===== src/rtl/voq_pkg.sv =====
package voq_pkg;
    localparam int NUM_DIRS = 5;

    typedef enum logic [2:0] {
        DIR_LOCAL = 3'd0,
        DIR_XP    = 3'd1,
        DIR_XM    = 3'd2,
        DIR_YP    = 3'd3,
        DIR_YM    = 3'd4
    } dir_e;

    typedef enum logic [1:0] {
        Q_EMPTY   = 2'd0,
        Q_PARTIAL = 2'd1,
        Q_FULL    = 2'd2
    } qstate_e;
endpackage


===== src/rtl/voq_route_xy.sv =====
module voq_route_xy
    import voq_pkg::*;
#(
    parameter int COORD_W = 3,
    parameter int MY_X    = 2,
    parameter int MY_Y    = 1
) (
    input  logic [COORD_W-1:0] dst_x,
    input  logic [COORD_W-1:0] dst_y,
    output dir_e               dir
);
    localparam logic [COORD_W-1:0] HOME_X = COORD_W'(MY_X);
    localparam logic [COORD_W-1:0] HOME_Y = COORD_W'(MY_Y);

    // X is resolved completely before Y is considered.
    always_comb begin
        if (dst_x > HOME_X)
            dir = DIR_XP;
        else if (dst_x < HOME_X)
            dir = DIR_XM;
        else if (dst_y > HOME_Y)
            dir = DIR_YP;
        else if (dst_y < HOME_Y)
            dir = DIR_YM;
        else
            dir = DIR_LOCAL;
    end
endmodule


===== src/rtl/voq_queue.sv =====
module voq_queue
    import voq_pkg::*;
#(
    parameter int WIDTH = 14,
    parameter int DEPTH = 4
) (
    input  logic             clk,
    input  logic             rst_n,
    input  logic             push,
    input  logic [WIDTH-1:0] push_data,
    input  logic             pop_ready,
    output logic             head_valid,
    output logic [WIDTH-1:0] head_data,
    output logic             is_empty,
    output logic             is_full
);
    localparam int PTR_W = (DEPTH > 1) ? $clog2(DEPTH) : 1;
    localparam int CNT_W = $clog2(DEPTH + 1);
    localparam logic [PTR_W-1:0] LAST_PTR  = PTR_W'(DEPTH - 1);
    localparam logic [CNT_W-1:0] ONE_LEFT  = CNT_W'(DEPTH - 1);
    localparam logic [CNT_W-1:0] ONE_ENTRY = CNT_W'(1);

    logic [WIDTH-1:0] slots [DEPTH];
    logic [PTR_W-1:0] rd_ptr, wr_ptr;
    logic [CNT_W-1:0] count;
    qstate_e          state, state_nxt;
    logic             do_pop, do_push;

    assign do_pop  = pop_ready && (state != Q_EMPTY);
    assign do_push = push && (state != Q_FULL);

    // State register
    always_ff @(posedge clk) begin
        if (!rst_n)
            state <= Q_EMPTY;
        else
            state <= state_nxt;
    end

    // Next-state logic
    always_comb begin
        state_nxt = state;
        unique case (state)
            Q_EMPTY: begin
                if (do_push)
                    state_nxt = (DEPTH == 1) ? Q_FULL : Q_PARTIAL;   // FILL_FIRST
            end
            Q_PARTIAL: begin
                if (do_push && !do_pop && count == ONE_LEFT)
                    state_nxt = Q_FULL;                              // FILL_LAST
                else if (do_pop && !do_push && count == ONE_ENTRY)
                    state_nxt = Q_EMPTY;                             // DRAIN_LAST
            end
            Q_FULL: begin
                if (do_pop)
                    state_nxt = (DEPTH == 1) ? Q_EMPTY : Q_PARTIAL;  // DRAIN_FROM_FULL
            end
            default: state_nxt = Q_EMPTY;
        endcase
    end

    // Outputs
    always_comb begin
        is_empty   = (state == Q_EMPTY);
        is_full    = (state == Q_FULL);
        head_valid = (state != Q_EMPTY);
        head_data  = slots[rd_ptr];
    end

    // Storage and pointers
    always_ff @(posedge clk) begin
        if (!rst_n) begin
            rd_ptr <= '0;
            wr_ptr <= '0;
            count  <= '0;
        end else begin
            if (do_push) begin
                slots[wr_ptr] <= push_data;
                wr_ptr <= (wr_ptr == LAST_PTR) ? '0 : wr_ptr + 1'b1;
            end
            if (do_pop)
                rd_ptr <= (rd_ptr == LAST_PTR) ? '0 : rd_ptr + 1'b1;
            if (do_push && !do_pop)
                count <= count + 1'b1;
            else if (do_pop && !do_push)
                count <= count - 1'b1;
        end
    end
endmodule


===== src/rtl/voq_input_port.sv =====
module voq_input_port
    import voq_pkg::*;
#(
    parameter int DATA_W  = 8,
    parameter int COORD_W = 3,
    parameter int DEPTH   = 2,
    parameter int MY_X    = 2,
    parameter int MY_Y    = 1
) (
    input  logic                          clk,
    input  logic                          rst_n,
    input  logic                          in_valid,
    output logic                          in_ready,
    input  logic [COORD_W-1:0]            in_dst_x,
    input  logic [COORD_W-1:0]            in_dst_y,
    input  logic [DATA_W-1:0]             in_payload,
    output logic [NUM_DIRS-1:0]           out_valid,
    input  logic [NUM_DIRS-1:0]           out_ready,
    output logic [NUM_DIRS*COORD_W-1:0]   out_dst_x,
    output logic [NUM_DIRS*COORD_W-1:0]   out_dst_y,
    output logic [NUM_DIRS*DATA_W-1:0]    out_payload,
    output logic [NUM_DIRS-1:0]           q_empty,
    output logic [NUM_DIRS-1:0]           q_full
);
    localparam int ENTRY_W = 2 * COORD_W + DATA_W;

    dir_e                route;
    logic [NUM_DIRS-1:0] target;
    logic [NUM_DIRS-1:0] push_vec;
    logic [ENTRY_W-1:0]  entry_in;

    voq_route_xy #(
        .COORD_W (COORD_W),
        .MY_X    (MY_X),
        .MY_Y    (MY_Y)
    ) u_route (
        .dst_x (in_dst_x),
        .dst_y (in_dst_y),
        .dir   (route)
    );

    assign entry_in = {in_dst_x, in_dst_y, in_payload};
    assign in_ready = ~|(target & q_full);

    for (genvar k = 0; k < NUM_DIRS; k++) begin : g_queue
        logic [ENTRY_W-1:0] head;

        assign target[k]   = (route == dir_e'(k));
        assign push_vec[k] = in_valid && in_ready && target[k];

        voq_queue #(
            .WIDTH (ENTRY_W),
            .DEPTH (DEPTH)
        ) u_q (
            .clk        (clk),
            .rst_n      (rst_n),
            .push       (push_vec[k]),
            .push_data  (entry_in),
            .pop_ready  (out_ready[k]),
            .head_valid (out_valid[k]),
            .head_data  (head),
            .is_empty   (q_empty[k]),
            .is_full    (q_full[k])
        );

        assign out_dst_x[k*COORD_W +: COORD_W] = head[ENTRY_W-1 -: COORD_W];
        assign out_dst_y[k*COORD_W +: COORD_W] = head[DATA_W +: COORD_W];
        assign out_payload[k*DATA_W +: DATA_W] = head[DATA_W-1:0];
    end
endmodule


===== config.mk =====
export PLATFORM = sky130hd
export DESIGN_NAME = voq_input_port
export DESIGN_NICKNAME = d
export VERILOG_FILES = /design/src/rtl/voq_pkg.sv /design/src/rtl/voq_route_xy.sv /design/src/rtl/voq_queue.sv /design/src/rtl/voq_input_port.sv
export SDC_FILE = /design/constraint.sdc
export NUM_CORES = 1
export LEC_CHECK = 0
export ABC_CLOCK_PERIOD_IN_PS = 2500
export BUFFER_PORTS_ARGS = -buffer_cell sky130_fd_sc_hd__buf_2
export CORE_ASPECT_RATIO = 0.75
export CORE_MARGIN = 5
export CORE_UTILIZATION = 50
export DETAILED_ROUTE_END_ITERATION = 16
export PLACE_DENSITY = 0.81
export SYNTH_ARGS = -nofsm -noshare
export SYNTH_HDL_FRONTEND = slang
export SYNTH_HIERARCHICAL = 1
export SYNTH_SLANG_ARGS = --single-unit

===== constraint.sdc =====
create_clock -name clk -period 2.5 [get_ports clk]
set_clock_uncertainty 0.1 [all_clocks]
set_input_delay 0.125 -clock clk [delete_from_list [all_inputs] [get_ports clk]]
set_output_delay 0.125 -clock clk [all_outputs]
set_load 0.02 [all_outputs]

# After elaboration in Yosys (flattened, before gate mapping)
# Memories as Yosys holds them, arrays and structs flattened. A register that Yosys moved wholly into a read port is not among the register bits.
# Cells that the tools add are included.
# word_totals
mem_bits_rw	140
mem_count	5
elab_cells	232
reg_bits	30
inputBits	22
# classes
n_eq_ne	39
muxes	74
magnitude_cmp	4
addsub	20
bitwise	1
reduce_logical	69
# mem_list
memory	depth	word_bits	read_ports	rd_ports_with_merged_regs	write_ports	line_no	source
g_queue[0].u_q.slots	2	14	1	1	1	voq_queue.sv:23	logic [WIDTH-1:0] slots [DEPTH];
g_queue[1].u_q.slots	2	14	1	1	1	voq_queue.sv:23	
g_queue[2].u_q.slots	2	14	1	1	1	voq_queue.sv:23	
g_queue[3].u_q.slots	2	14	1	1	1	voq_queue.sv:23	
g_queue[4].u_q.slots	2	14	1	1	1	voq_queue.sv:23	
# op_table
cell	count
2-to-1 mux 2 bit	30
logical AND 1 bit	36
2-to-1 mux 1 bit	35
!= test 2 bit, second input constant	15
case mux 2 bit (3 select lines)	5
equality test 2 x 1 -> 1 bit, second input constant	10
nonzero test 2 bit	10
!= test 3 x 1 -> 1 bit, second input constant	5
AND reduction 3 bit	5
2-to-1 mux 3 bit	4
zero test 1 bit	11
adder 1 bit, second input constant	10
adder 2 x 1 -> 2 bit, second input constant	5
equality test 2 bit, second input constant	5
zero test 2 bit	5
subtractor 2 x 1 -> 2 bit, second input constant	5
equality test 3 x 2 -> 1 bit, second input constant	2
bitwise AND 5 bit	1
OR reduction 5 bit	1
equality test 3 x 1 -> 1 bit, second input constant	1
equality test 3 bit, second input constant	1
> comparator 3 x 1 -> 1 bit, second input constant	1
> comparator 3 x 2 -> 1 bit, second input constant	1
zero test 3 bit	1
other kinds (2)	2

# Depth between registers and ports, before layout
# logic_depth
depth_word	18
depth_mapped	10
ltp_nobuf	10

# Modules after synthesis
# The synthesis kept the hierarchy.
# modules_own_cells
module	area_per_inst_um2	cells_per_inst	instances	seq_area_each_um2
voq_queue	1367.6	83	5	980.9
voq_input_port	103.8	15	1	0.0
voq_route_xy	55.1	5	1	0.0

# Worst setup path after synthesis
# No wires, ideal clock.
# synth_path
path_type	input-to-reg
startpoint	input port in_dst_x[0]
endpoint	memory g_queue[2].u_q.slots[0][0], enable pin
cell_stages	5
path_buffers	0
path_slack_ns	-0.041
setup_time_ns	0.384
arrival_ns	2.057
required_time_ns	2.016
path_cell_list	or3_4 a21o_1 nor4b_1 nand3_1 nor2_1
# synth_between
elab_chain_len	13
elab_cells_between_ends	18
classes_between	order compare: 2; eq/ne: 4; mux: 5; bitwise: 1; reduce/logical: 6
# synth_lines
element	line_no	source
start: declaration	voq_input_port.sv:14	input logic [COORD_W-1:0] in_dst_x,
less-than comparator 3 x 2 -> 1 bit	voq_route_xy.sv:19	else if (dst_x < HOME_X)
2-to-1 mux 3 bit	voq_route_xy.sv:19	
2-to-1 mux 3 bit *	voq_route_xy.sv:17	if (dst_x > HOME_X)
named net route[0]	voq_input_port.sv:27	dir_e route;
equality test 3 x 1 -> 1 bit, or another cell as far along	voq_input_port.sv:48	assign target[k] = (route == dir_e'(k));
bitwise AND 5 bit	voq_input_port.sv:43	assign in_ready = ~|(target & q_full);
OR reduction 5 bit	voq_input_port.sv:43	
zero test 1 bit	voq_input_port.sv:43	
logical AND 1 bit	voq_input_port.sv:49	assign push_vec[k] = in_valid && in_ready && target[k];
logical AND 1 bit *	voq_input_port.sv:49	
named net push_vec[2]	voq_input_port.sv:29	logic [NUM_DIRS-1:0] push_vec;
logical AND 1 bit *	voq_queue.sv:30	assign do_push = push && (state != Q_FULL);
2-to-1 mux 1 bit *	voq_queue.sv:77	if (do_push) begin
2-to-1 mux 1 bit *	voq_queue.sv:72	if (!rst_n) begin
2-to-1 mux 1 bit (implied by the code) *	voq_queue.sv:78	slots[wr_ptr] <= push_data;
end: declaration	voq_queue.sv:23	
# Mark *: on every way through the listed nets, which the timed path passes. The rest lies on a longest branch.

# Final worst setup path
# layout_path
startpoint	register g_queue[4].u_q.state[0]
endpoint	register g_queue[4].u_q.count[1]
# layout_between
elab_chain_len	10
elab_cells_between_ends	16
classes_between	eq/ne: 2; mux: 1; bitwise: 1; reduce/logical: 12
# layout_lines
element	line_no	source
start: declaration	voq_queue.sv:26	qstate_e state, state_nxt;
start signal: assignment	voq_queue.sv:37	state <= state_nxt;
equality test 2 bit *	voq_queue.sv:65	is_full = (state == Q_FULL);
bitwise AND 5 bit *	voq_input_port.sv:43	
OR reduction 5 bit *	voq_input_port.sv:43	
zero test 1 bit *	voq_input_port.sv:43	
logical AND 1 bit * (2 in a row)	voq_input_port.sv:49	
named net push_vec[4]	voq_input_port.sv:29	
logical AND 1 bit *	voq_queue.sv:30	
named net g_queue[4].u_q.do_push	voq_queue.sv:27	logic do_pop, do_push;
zero test 1 bit	voq_queue.sv:85	else if (do_pop && !do_push)
logical AND 1 bit	voq_queue.sv:85	
nonzero test 2 bit (no line)	--	
end signal: assignment	voq_queue.sv:84	count <= count + 1'b1;
end signal: assignment	voq_queue.sv:86	count <= count - 1'b1;
end: declaration	voq_queue.sv:25	logic [CNT_W-1:0] count;
# Marks and branches as above.
# A chain may end at the register's enable or synchronous reset.

==> impl_summary.txt <==
----------------------------------------------------
[Synth]
  Synthesis warning total ... 6
  Top cells by area in the synthesized netlist ... edfxtp_1 (60%), mux2_2 (11%), dfxtp_1 (10%), ha_1 (2.7%), xnor2_1 (1.9%)
  Number of standard cells after synthesis ... 435
  Cell type contributing the most total cell area after synthesis ... edfxtp_1
  Fraction of the yosys area taken by sequential cells ... a little over two thirds
  Mapped Nets ... 472
  Mean instance size in the synthesized netlist ... ~16 sq um
  Combined area of all synthesized cells ... 0.006997 sq mm
  Top cell type's share of synthesized area ... 60.09%
  Synth unique cells ... 33
  Flops & latches, synth ... 175

[Outcome]
  Outcome ... completed

[Timing]
  Achievable Freq ... 460.3 MHz
  Worst-Margin Slew ... 663.6 ps
  Unrepaired setup endpoints after global routing ... false
  Pins Over Slew Limit ... 0
  Final setup viols ... 0
  Max-slew headroom at the worst pin ... 55.76%
  Hold WS ... roughly 28 ps
  Minimum clock period after layout ... 2173 ps
  Count of final hold-check violations ... 0
  Period Utilization, post-route ... 86.90%

[Floorplanning]
  Placeable core area ... around 0.014 sq mm
  Count of standard-cell rows ... 37
  Starting density of the core ... 51.06%
  Die boundary width ... 146.6 microns
  Die height ... roughly 110 microns
  I/O pins ... around 110
  Die ar. ... about 0.016 sq mm

[Hold path]
  Worst hold path depth ... 2
  Hold Crit Class ... in2reg

[Detailed routing]
  Number of nets still failing antenna checks after routing ... 0
  Vias per cell ... 5.243
  Number of vias after detailed routing ... 4105
  Initial DRT Pass Iterations ... 4
  DRT Wirelength ... 14520 microns
  Average wire length per cell after detail routing ... 18.54 microns
  Violation count after the first detailed-routing iteration ... 222
  Final routed DRC violation total ... 0

[Power and ir drop]
  Seq pwr share ... 51.3%
  Leak ... 3.322 nW
  Switching power share of the total ... 21.49%
  PnR Total Power ... 0.006307 W
  Total power divided by cell area ... a little over 700 mW/mm^2
  Internal power of the cells ... between 0.004 and 0.005 W
  Clock network power share ... 42.1%
  Part of the power in combinational logic ... between 6 and 7%
  Net load switching power ... 0.001356 W
  Peak VDD IR ... about 0.58 mV

[GRT]
  Largest net degree at the start of global routing ... 46
  Vias in the first global route ... 4230
  Global routing usage summed across all routing layers ... between 15 and 20%
  Total congestion overflow after global routing ... 0
  Global-route wire length before repair ... 22760 microns
  Antenna violations before repair ... 0

[Clock tree]
  Master cell of the clock root buffer ... clkbuf_16
  Clock latency on the worst-skew pair ... 420 ps
  Setup bufs post-CTS ... 0
  Number of hold-repair buffers added at the cts stage ... 17
  Clock slew at reported path FFs ... 60 ps
  CTS Buf Count ... 17
  Clock net sink count ... 175
  TritonCTS clock tree ... yes
  Cts repair resizes ... 0
  Count of H-tree levels built during CTS ... 4
  Largest buffer count on any clock path ... 2

[Worst setup path]
  CP Capture Type ... flop
  Startpoint type of the worst setup path ... flop
  Highest net fanout along the worst path ... 6
  Cell depth of the worst flop-to-flop path ... 10
  Endpoint required time on the critical path ... 2740 ps
  Arrival time at the worst endpoint ... around 2400 ps
  Type of the worst setup path ... reg2reg

[Layout]
  Area growth syn-to-layout ... 24.91%
  Total inserted antenna cells ... 0
  Number of nets in the layout ... around 630
  Share of post-route cells with drive strength above 1 ... 43.26%

[Placed design]
  Quantity of I/O buffers inserted on ports ... 107
  Final HPWL DP ... roughly 10000 microns
  Final weighted congestion in routability-driven placement ... approximately 0.82

[Flow run]
  Count of max-cap constraint violations ... 0

----------------------------------------------------
==> state kept, by name (all words and copies together) (netlist names), named ones only <==
register / count
g_queue.u_q/slots: 140
g_queue.u_q/count: 10
g_queue.u_q/state: 10
g_queue.u_q/rd_ptr: 5
g_queue.u_q/wr_ptr: 5
==> per-stage QoR <==
step	util (%)	setup TNS (ps)	setup WS, ps	std cells	area, sq um
floorplan	-	0	1.856	435	7002
global placement	58.17	0	104.9	734	7971
detailed placement	58.17	-28.34	-28.34	734	7971
CTS	63.78	0	316.9	783	8740
global route	63.78	0	152.8	783	8740
finish	63.78	0	327.4	783	8740
==> cells in the mapped netlist <==
library cell,instances
dfxtp_1,35
o21ai_2,5
xnor2_1,15
nand2_2,5
mux2_2,70
a21o_1,1
edfxtp_1,140
or3_4,1
and2_1,20
and3_1,10
mux2i_1,1
o21bai_1,1
nand2_1,7
nor4_1,2
nor3b_1,1
ha_1,15
inv_2,10
buf_4,5
or2_2,5
o2bb2ai_1,5
nor4b_4,1
nand2b_4,6
nand4b_1,5
o22ai_1,5
nor3_1,3
o21ai_0,10
a21oi_1,7
nor4b_1,2
o211ai_1,5
nand3b_1,2
nand3_1,5
inv_1,20
nor2_1,10
==> placed cells by master (no fill, tap or decap), types with 6 or more instances in the layout <==
| cell | n |
|---|---|
| buf_12 | 7 |
| dfxtp_1 | 35 |
| edfxtp_1 | 140 |
| clkbuf_16 | 17 |
| and3_1 | 10 |
| dlygate4sd3_1 | 17 |
| nand2b_4 | 6 |
| a21oi_1 | 7 |
| buf_4 | 15 |
| buf_2 | 107 |
| nor2_1 | 8 |
| and2_1 | 20 |
| inv_1 | 20 |
| ha_1 | 15 |
| inv_2 | 10 |
| nand2_1 | 7 |
| mux2_2 | 70 |
| o21ai_0 | 10 |
| xnor2_1 | 15 |
==> critical path, stage by stage (launching register included) <==
cell and delay (ps):
dfxtp_1 430, nand2b_4 190, inv_2 70, nor4_1 330
buf_4 190, nand2_2 60, inv_2 70, ha_1 250
inv_1 90, o21ai_0 110, a21oi_1 200
==> per-layer routing <==
| layer | GRT usage [%] | wire length, microns | vias up |
|---|---|---|---|
| met5 | 0 | 0 | - |
| met4 | 4.135 | 119 | 0 |
| met3 | 6.578 | 1173 | 11 |
| met2 | 28.94 | 6951 | 120 |
| met1 | 23.43 | 6275 | 2033 |
| li1 | - | - | 1941 |
==> power by group through the flow <==
stage          Clock [W]  Sequential, W  Combinational, W
3_5_place_dp           0        0.00330          0.000397
3_3_place_gp           0        0.00329          0.000384
4_1_cts          0.00269        0.00323          0.000421
2_1_floorplan          0        0.00328          0.000241
6_report         0.00266        0.00323          0.000417
5_1_grt          0.00281        0.00324          0.000456
==> path summary, 6_finish.rpt <==
kind,start,end,slack [ps]
setup / recovery,g_queue[4].u_q/state[0]$_SDFFE_PN0P_,g_queue[4].u_q/count[1]$_SDFFE_PN0P_,330
hold / removal,in_dst_x[0],g_queue[0].u_q/slots[0][11]$_DFFE_PP_,30
setup reg to reg,g_queue[4].u_q/state[0]$_SDFFE_PN0P_,g_queue[4].u_q/count[1]$_SDFFE_PN0P_,330
hold reg to reg,g_queue[1].u_q/wr_ptr$_SDFFE_PN0P_,g_queue[1].u_q/wr_ptr$_SDFFE_PN0P_,410
==> cell families after synthesis <==
logic type               after synthesis  share of synthesized area [%]
flip-flops                           175                          70.10
AND/OR/NAND/NOR                       85                          8.119
multiplexers                          71                          11.41
AO/OA/AOI/OAI                         39                          3.666
buffers and inverters                 35                          2.146
XOR/XNOR                              15                          1.878
adder cells (fa/ha/maj)               15                          2.682
==> area by class of cell <==
| cell class | instances | area (sq um) |
|---|---|---|
| Tap cell | 175 | 219.0 |
| Sequential cell | 175 | 4905 |
| Multi-Input combinational cell | 225 | 1947 |
| Clock buffer | 19 | 432.9 |
| Clock inverter | 13 | 165.2 |
| Fill cell | 994 | 4964 |
| Inverter | 30 | 112.6 |
| Timing Repair Buffer | 146 | 958.4 |
No activity file was read; power rests on OpenSTA's default activity.
